===== src/rtl/tap_hiz_pkg.sv =====
package tap_hiz_pkg;

  typedef enum logic [3:0] {
    TLR, RTI, SEL_DR, CAP_DR, SHF_DR, EX1_DR, PAU_DR, EX2_DR, UPD_DR,
    SEL_IR, CAP_IR, SHF_IR, EX1_IR, PAU_IR, EX2_IR, UPD_IR
  } tapState_e;

  // strobes from sequencer to datapath, valid for the current tck period
  typedef struct packed {
    logic captureIr;
    logic shiftIr;
    logic updateIr;
    logic captureDr;
    logic shiftDr;
    logic enterReset;
    logic shiftAny;
  } tapStrobe_t;

endpackage


===== src/rtl/tap_hiz_fsm.sv =====
module tap_hiz_fsm
  import tap_hiz_pkg::*;
#(
  parameter int RESET_RUN = 5
) (
  input  logic       tck,
  input  logic       powerOnRst,
  input  logic       tms,
  output tapStrobe_t st
);

  localparam int RUN_W = $clog2(RESET_RUN + 1);

  tapState_e state, nextState;

  always_comb begin
    unique case (state)
      TLR:     nextState = tms ? TLR    : RTI;
      RTI:     nextState = tms ? SEL_DR : RTI;
      SEL_DR:  nextState = tms ? SEL_IR : CAP_DR;
      CAP_DR:  nextState = tms ? EX1_DR : SHF_DR;
      SHF_DR:  nextState = tms ? EX1_DR : SHF_DR;
      EX1_DR:  nextState = tms ? UPD_DR : PAU_DR;
      PAU_DR:  nextState = tms ? EX2_DR : PAU_DR;
      EX2_DR:  nextState = tms ? UPD_DR : SHF_DR;
      UPD_DR:  nextState = tms ? SEL_DR : RTI;
      SEL_IR:  nextState = tms ? TLR    : CAP_IR;
      CAP_IR:  nextState = tms ? EX1_IR : SHF_IR;
      SHF_IR:  nextState = tms ? EX1_IR : SHF_IR;
      EX1_IR:  nextState = tms ? UPD_IR : PAU_IR;
      PAU_IR:  nextState = tms ? EX2_IR : PAU_IR;
      EX2_IR:  nextState = tms ? UPD_IR : SHF_IR;
      UPD_IR:  nextState = tms ? SEL_DR : RTI;
      default: nextState = TLR;
    endcase
  end

  always_ff @(posedge tck or posedge powerOnRst) begin
    if (powerOnRst) state <= TLR;
    else            state <= nextState;
  end

  always_comb begin
    st.captureIr  = (state == CAP_IR);
    st.shiftIr    = (state == SHF_IR);
    st.updateIr   = (state == UPD_IR);
    st.captureDr  = (state == CAP_DR);
    st.shiftDr    = (state == SHF_DR);
    st.enterReset = (nextState == TLR);
    st.shiftAny   = (state == SHF_IR) || (state == SHF_DR);
  end

  // checker: run length of tms-high edges, saturating
  logic [RUN_W-1:0] onesRun;
  always_ff @(posedge tck or posedge powerOnRst) begin
    if (powerOnRst)                              onesRun <= '0;
    else if (!tms)                               onesRun <= '0;
    else if (onesRun < RUN_W'(RESET_RUN))        onesRun <= onesRun + 1'b1;
  end

  a_r3_five_ones_reset: assert property (@(posedge tck) disable iff (powerOnRst)
    (onesRun == RUN_W'(RESET_RUN)) |-> (state == TLR));

  a_r2_shift_dr_holds: assert property (@(posedge tck) disable iff (powerOnRst)
    (state == SHF_DR && !tms) |=> (state == SHF_DR));

  always @(negedge tck) begin
    if (powerOnRst) begin
      a_r1_por_hold: assert (state == TLR);
    end
  end

endmodule


===== src/rtl/tap_hiz_datapath.sv =====
module tap_hiz_datapath
  import tap_hiz_pkg::*;
#(
  parameter int               IR_W        = 3,
  parameter logic [IR_W-1:0]  HIZ_CODE    = 3'b100,
  parameter logic [IR_W-1:0]  CAPTURE_VAL = 3'b001
) (
  input  logic       tck,
  input  logic       powerOnRst,
  input  logic       tdi,
  input  tapStrobe_t st,
  output logic       tdo,
  output logic       tdoEn,
  output logic       padDisable
);

  logic [IR_W-1:0] irShift, irActive;
  logic            bypassBit, tdoQ, tdoEnQ;

  always_ff @(posedge tck or posedge powerOnRst) begin
    if (powerOnRst)        irShift <= '0;
    else if (st.captureIr) irShift <= CAPTURE_VAL;
    else if (st.shiftIr)   irShift <= {tdi, irShift[IR_W-1:1]};
  end

  always_ff @(posedge tck or posedge powerOnRst) begin
    if (powerOnRst)         irActive <= '1;
    else if (st.enterReset) irActive <= '1;
    else if (st.updateIr)   irActive <= irShift;
  end

  // every instruction selects the single bypass stage
  always_ff @(posedge tck or posedge powerOnRst) begin
    if (powerOnRst)        bypassBit <= 1'b0;
    else if (st.captureDr) bypassBit <= 1'b0;
    else if (st.shiftDr)   bypassBit <= tdi;
  end

  always_ff @(negedge tck or posedge powerOnRst) begin
    if (powerOnRst) begin
      tdoQ   <= 1'b0;
      tdoEnQ <= 1'b0;
    end else begin
      tdoQ   <= st.shiftIr ? irShift[0] : bypassBit;
      tdoEnQ <= st.shiftAny;
    end
  end

  assign tdo        = tdoQ;
  assign tdoEn      = tdoEnQ;
  assign padDisable = (irActive == HIZ_CODE);

  a_r4_reset_to_bypass: assert property (@(posedge tck) disable iff (powerOnRst)
    st.enterReset |=> (irActive == '1 && !padDisable));

  a_r6_ir_stable: assert property (@(posedge tck) disable iff (powerOnRst)
    (!st.updateIr && !st.enterReset) |=> $stable(irActive));

  a_r7_hiz_from_update: assert property (@(posedge tck) disable iff (powerOnRst)
    $rose(padDisable) |-> $past(st.updateIr));

  a_r9_capture_zero: assert property (@(posedge tck) disable iff (powerOnRst)
    st.captureDr |=> !bypassBit);

  a_r11_enable_in_shift: assert property (@(posedge tck) disable iff (powerOnRst)
    tdoEn |-> st.shiftAny);

endmodule


===== src/rtl/tap_hiz_ctrl.sv =====
module tap_hiz_ctrl
  import tap_hiz_pkg::*;
#(
  parameter int              IR_W        = 3,
  parameter logic [IR_W-1:0] HIZ_CODE    = 3'b100,
  parameter logic [IR_W-1:0] CAPTURE_VAL = 3'b001,
  parameter int              RESET_RUN   = 5
) (
  input  logic tck,
  input  logic powerOnRst,
  input  logic tms,
  input  logic tdi,
  output logic tdo,
  output logic tdoEn,
  output logic padDisable
);

  tapStrobe_t strobes;

  tap_hiz_fsm #(.RESET_RUN(RESET_RUN)) u_fsm (
    .tck        (tck),
    .powerOnRst (powerOnRst),
    .tms        (tms),
    .st         (strobes)
  );

  tap_hiz_datapath #(
    .IR_W        (IR_W),
    .HIZ_CODE    (HIZ_CODE),
    .CAPTURE_VAL (CAPTURE_VAL)
  ) u_dp (
    .tck        (tck),
    .powerOnRst (powerOnRst),
    .tdi        (tdi),
    .st         (strobes),
    .tdo        (tdo),
    .tdoEn      (tdoEn),
    .padDisable (padDisable)
  );

endmodule


===== config.mk =====
export PLATFORM = sky130hd
export DESIGN_NAME = tap_hiz_ctrl
export DESIGN_NICKNAME = d
export VERILOG_FILES = /design/src/rtl/tap_hiz_pkg.sv /design/src/rtl/tap_hiz_fsm.sv /design/src/rtl/tap_hiz_datapath.sv /design/src/rtl/tap_hiz_ctrl.sv
export SDC_FILE = /design/constraint.sdc
export NUM_CORES = 1
export LEC_CHECK = 0
export ABC_AREA = 1
export BUFFER_PORTS_ARGS = -buffer_cell sky130_fd_sc_hd__buf_2
export CAP_MARGIN = 15
export CORE_MARGIN = 2
export CORE_UTILIZATION = 50
export DETAILED_ROUTE_END_ITERATION = 16
export GPL_TIMING_DRIVEN = 1
export HOLD_SLACK_MARGIN = 0.05
export PLACE_DENSITY = 0.78
export SETUP_SLACK_MARGIN = 0.02
export SYNTH_ARGS = -nofsm -noshare
export SYNTH_HDL_FRONTEND = slang
export SYNTH_SLANG_ARGS = --single-unit

===== constraint.sdc =====
create_clock -name tck -period 1.5 [get_ports tck]
set_input_delay 0.075 -clock tck [delete_from_list [all_inputs] [get_ports tck]]
set_output_delay 0.075 -clock tck [all_outputs]
set_load 0.02 [all_outputs]

# Word-level counts from Yosys, hierarchy flattened
# Cells that the tools add are included.
totals:
  ff_bits: 13
  in_bits: 4
  output_inout_bits: 3
  elab_cells: 51
op_classes:
  eq_ne: 16
  muxes: 20
  reduce_logical: 9
ops:
  columns: ["cell", "n"]
  rows:
  - ["4-bit one-hot mux with 12 select lines", 1]
  - ["4-bit == test (second input constant)", 8]
  - ["3-bit 2-to-1 mux", 6]
  - ["4-bit by 3-bit == test with 1-bit output (second input constant)", 4]
  - ["4-bit 2-to-1 mux", 4]
  - ["4-bit by 2-bit == test with 1-bit output (second input constant)", 2]
  - ["4-bit logical NOT", 2]
  - ["1-bit 2-to-1 mux", 6]
  - ["2-bit 2-to-1 mux", 3]
  - ["2-bit nonzero test", 3]
  - ["4-bit by 1-bit == test with 1-bit output (second input constant)", 1]
  - ["2-bit OR reduction", 2]
  - ["3-bit == test (second input constant)", 1]
  - ["3-bit OR reduction", 1]
  - ["1-bit logical OR", 1]

# Longest topological paths before layout
depth:
  ltp_word: 5
  ltp_mapped: 10
  ltp_nobuf: 10

# By module
# From an unflattened synthesis, not the netlist that was laid out.
hier_totals:
  cells_unflattened: 118
  hier_area_um2: 763.2
by_module_without_submodules:
  columns: ["module", "instances", "cells_per_inst", "area_per_inst_um2", "seq_area_each_um2"]
  rows:
  - ["tap_hiz_fsm", 1, 76, 397.9, 100.1]
  - ["tap_hiz_datapath", 1, 42, 365.4, 229.0]

==> results_dict.tcl <==
set metrics [dict create \
    ys_seq_elements 13 \
    worst_r2r_startpoint "u_fsm.state[1]" \
    relSlewSlack_pct 85.15 \
    root_buffer "clkbuf_4" \
    netlist_instances 107 \
    netlist_area_sq_um 767.0 \
    track_usage_pct 21.60 \
    grt_first_pass_wirelength_microns 3036 \
    setup_ws_ns -0.1927 \
    rsz0062_at_grt "true" \
    setup_viol 7 \
    seqCellArea_sq_um 329.1 \
    slew_viol_final 0 \
    numCtsBuffers 3 \
    nFillCells 108 \
    diodes 0 \
    worst_pin_slew_ns 0.2225 \
    startpoint_type "flop" \
    coreArea_sq_mm 0.001471 \
    r2r_slack_ns -0.19 \
    synth_cell_types 18 \
    p_per_area_mw_per_mm2 1888 \
    final_common_cell "nand2_1" \
    wl_per_cell_microns 11.94 \
    multi_input_area_sq_um 416.7 \
    p_leak_nw 0.6428 \
    fin_skew_ns 0.006783 \
    top_level_ports 7 \
    dp_hpwl_microns 1277 \
    clockBufferDepth 2 \
    grt_pass1_vias 744 \
    dp_slack_ns -0.1995 \
    peakVddDrop_uv 996.6 \
    status "finished with violations" \
    wirelength_microns 1911 \
    avgSynthCellArea_sq_um 7.168 \
    cp.required_ns 0.87 \
    cp.arrival_ns 1.07 \
    ys_seq_area_share_pct 42.90 \
    fp.dieW_microns 43.17 \
    path_clk_slew_ns 0.08 \
    synth_warnings 0 \
    detail-route-antenna-nets 0 \
    finalPower_w 0.002143 \
    antenna_found_initial 0 \
    crit_type "flop to flop" \
    grt_overflow 0 \
    worstSetupStartpoint "u_fsm.state[1]" \
    timing.max_cap.violations 0 \
    end_kind "flop" \
    final_cell_mix "nand2_1, buf_4, inv_1" \
    drive_above_1_share_pct 46.53 \
    port_buffers 6 \
    fin_nets 149 \
    hold_ws_ns 0.07543 \
    numClockSinks 13 \
    cts_tree "built" \
    final_util_pct 77.13 \
    syn_to_final_growth_pct 47.96 \
    vias_per_cell 4.950 \
    min_from "tdi" \
    die_h_microns 43.17 \
    initial_core_util_pct 52.13 \
    grt_max_degree 9 \
    final_hold_viol_count 0 \
    vias 792 \
    regToRegEndpoint "u_dp.tdo" \
    drt-pass1-iter-count 4 \
    crit_end "u_dp.tdo" \
    reg2reg_depth 5 \
    die_area_sq_mm 0.001863 \
    rows 14 \
    drc_errors 0 \
    drt_iter0_drc 15 \
    h-tree-depth 1 \
    violations "negative setup slack" \
    synth_nets 111 \
    crit_path_max_fanout 3 \
    place.gp.congestion 0.9450 \
    insertion_delay_ns 0.27 \
    hold_path_class "primary input to flop" \
]
power by group:
group          switching (W)  internal [W]
combinational       0.000734      0.000623
sequential         0.0000805      0.000493
clock               0.000109      0.000103
logic make-up after synthesis:
group / count (synthesis) / synth area share [%]
simple gates: 63 / 38.33
compound gates: 11 / 8.810
flops: 13 / 42.90
buf+inv: 20 / 9.951
registers in the layout, summed over array words and instances, names as in the netlist:
signal / count
u_dp.bypassBit: 1
u_dp.irActive: 3
u_dp.irShift: 3
u_dp.tdo: 1
u_dp.tdoEn: 1
u_fsm.state: 4
critical path: stages (launching register included):
cell     delay (ns)
dfrtp_1        0.42
nand2_2        0.12
nor2_4         0.05
inv_2          0.06
buf_4          0.10
o21ai_1        0.05
metrics by stage:
step                      setup TNS (ns)  cells  instance area, sq um
after floorplan                  -0.3449    107                 769.5
after global placement           -0.2146    140                 904.6
after detailed placement         -0.2617    140                 904.6
after CTS                        -0.5679    151                  1020
after global routing              -1.051    160                  1135
final                            -0.6359    160                  1135
repair_timing:
item | CTS | global route
hold buffers | 1 | 0
endpoints found under the setup margin | 4 | 8
pin swaps | 5 | 4
endpoints found under the hold margin | 8 | 0
buffers inserted | 6 | 10
resized for setup | 13 | 14
area by class of cell:
type                            count  area share [%]
Multi-Input combinational cell     74           36.71
Sequential cell                    13           29.00
Timing Repair Buffer               34           23.48
Inverter                           19           6.725
Clock buffer                        4           2.315
Tap cell                           16           1.764
routing by layer:
metal	part of all wire, %	track usage [%]	vias up
met1	44	26.20	374
met2	53	38.51	14
met3	1.9	3.830	2
li1	-	-	402
met5	0	0	-
met4	0.42	6.061	0
cell usage after synthesis:
cell | number | area share, %
o22ai_1 | 2 | 1.6
dfrtp_1 | 8 | 26
a21oi_2 | 2 | 2.3
nor2_1 | 10 | 4.9
inv_1 | 17 | 8.3
a22oi_1 | 1 | 0.98
nand3_2 | 4 | 5.2
nor3_1 | 1 | 0.65
dfstp_2 | 3 | 10
nand2_2 | 4 | 3.3
nand4_1 | 2 | 1.6
o21ai_0 | 6 | 3.9
dfrtn_1 | 2 | 6.5
clkbuf_2 | 1 | 0.65
nand2_1 | 34 | 17
nand3_1 | 3 | 2.0
inv_2 | 2 | 0.98
nor2_2 | 5 | 4.1
worst min path at each step:
stage	endpoint	slack (ns)	cells past startpoint
after floorplan	u_dp.bypassBit	-0.05	1
after global placement	u_dp.bypassBit	-0.01	2
after detailed placement	u_dp.bypassBit	-0.002	2
after CTS	u_dp.irShift[2]	0.07	3
after global routing	u_dp.irShift[2]	0.09	3
final	u_dp.irShift[2]	0.08	3
(Power assumes the default switching activity.)
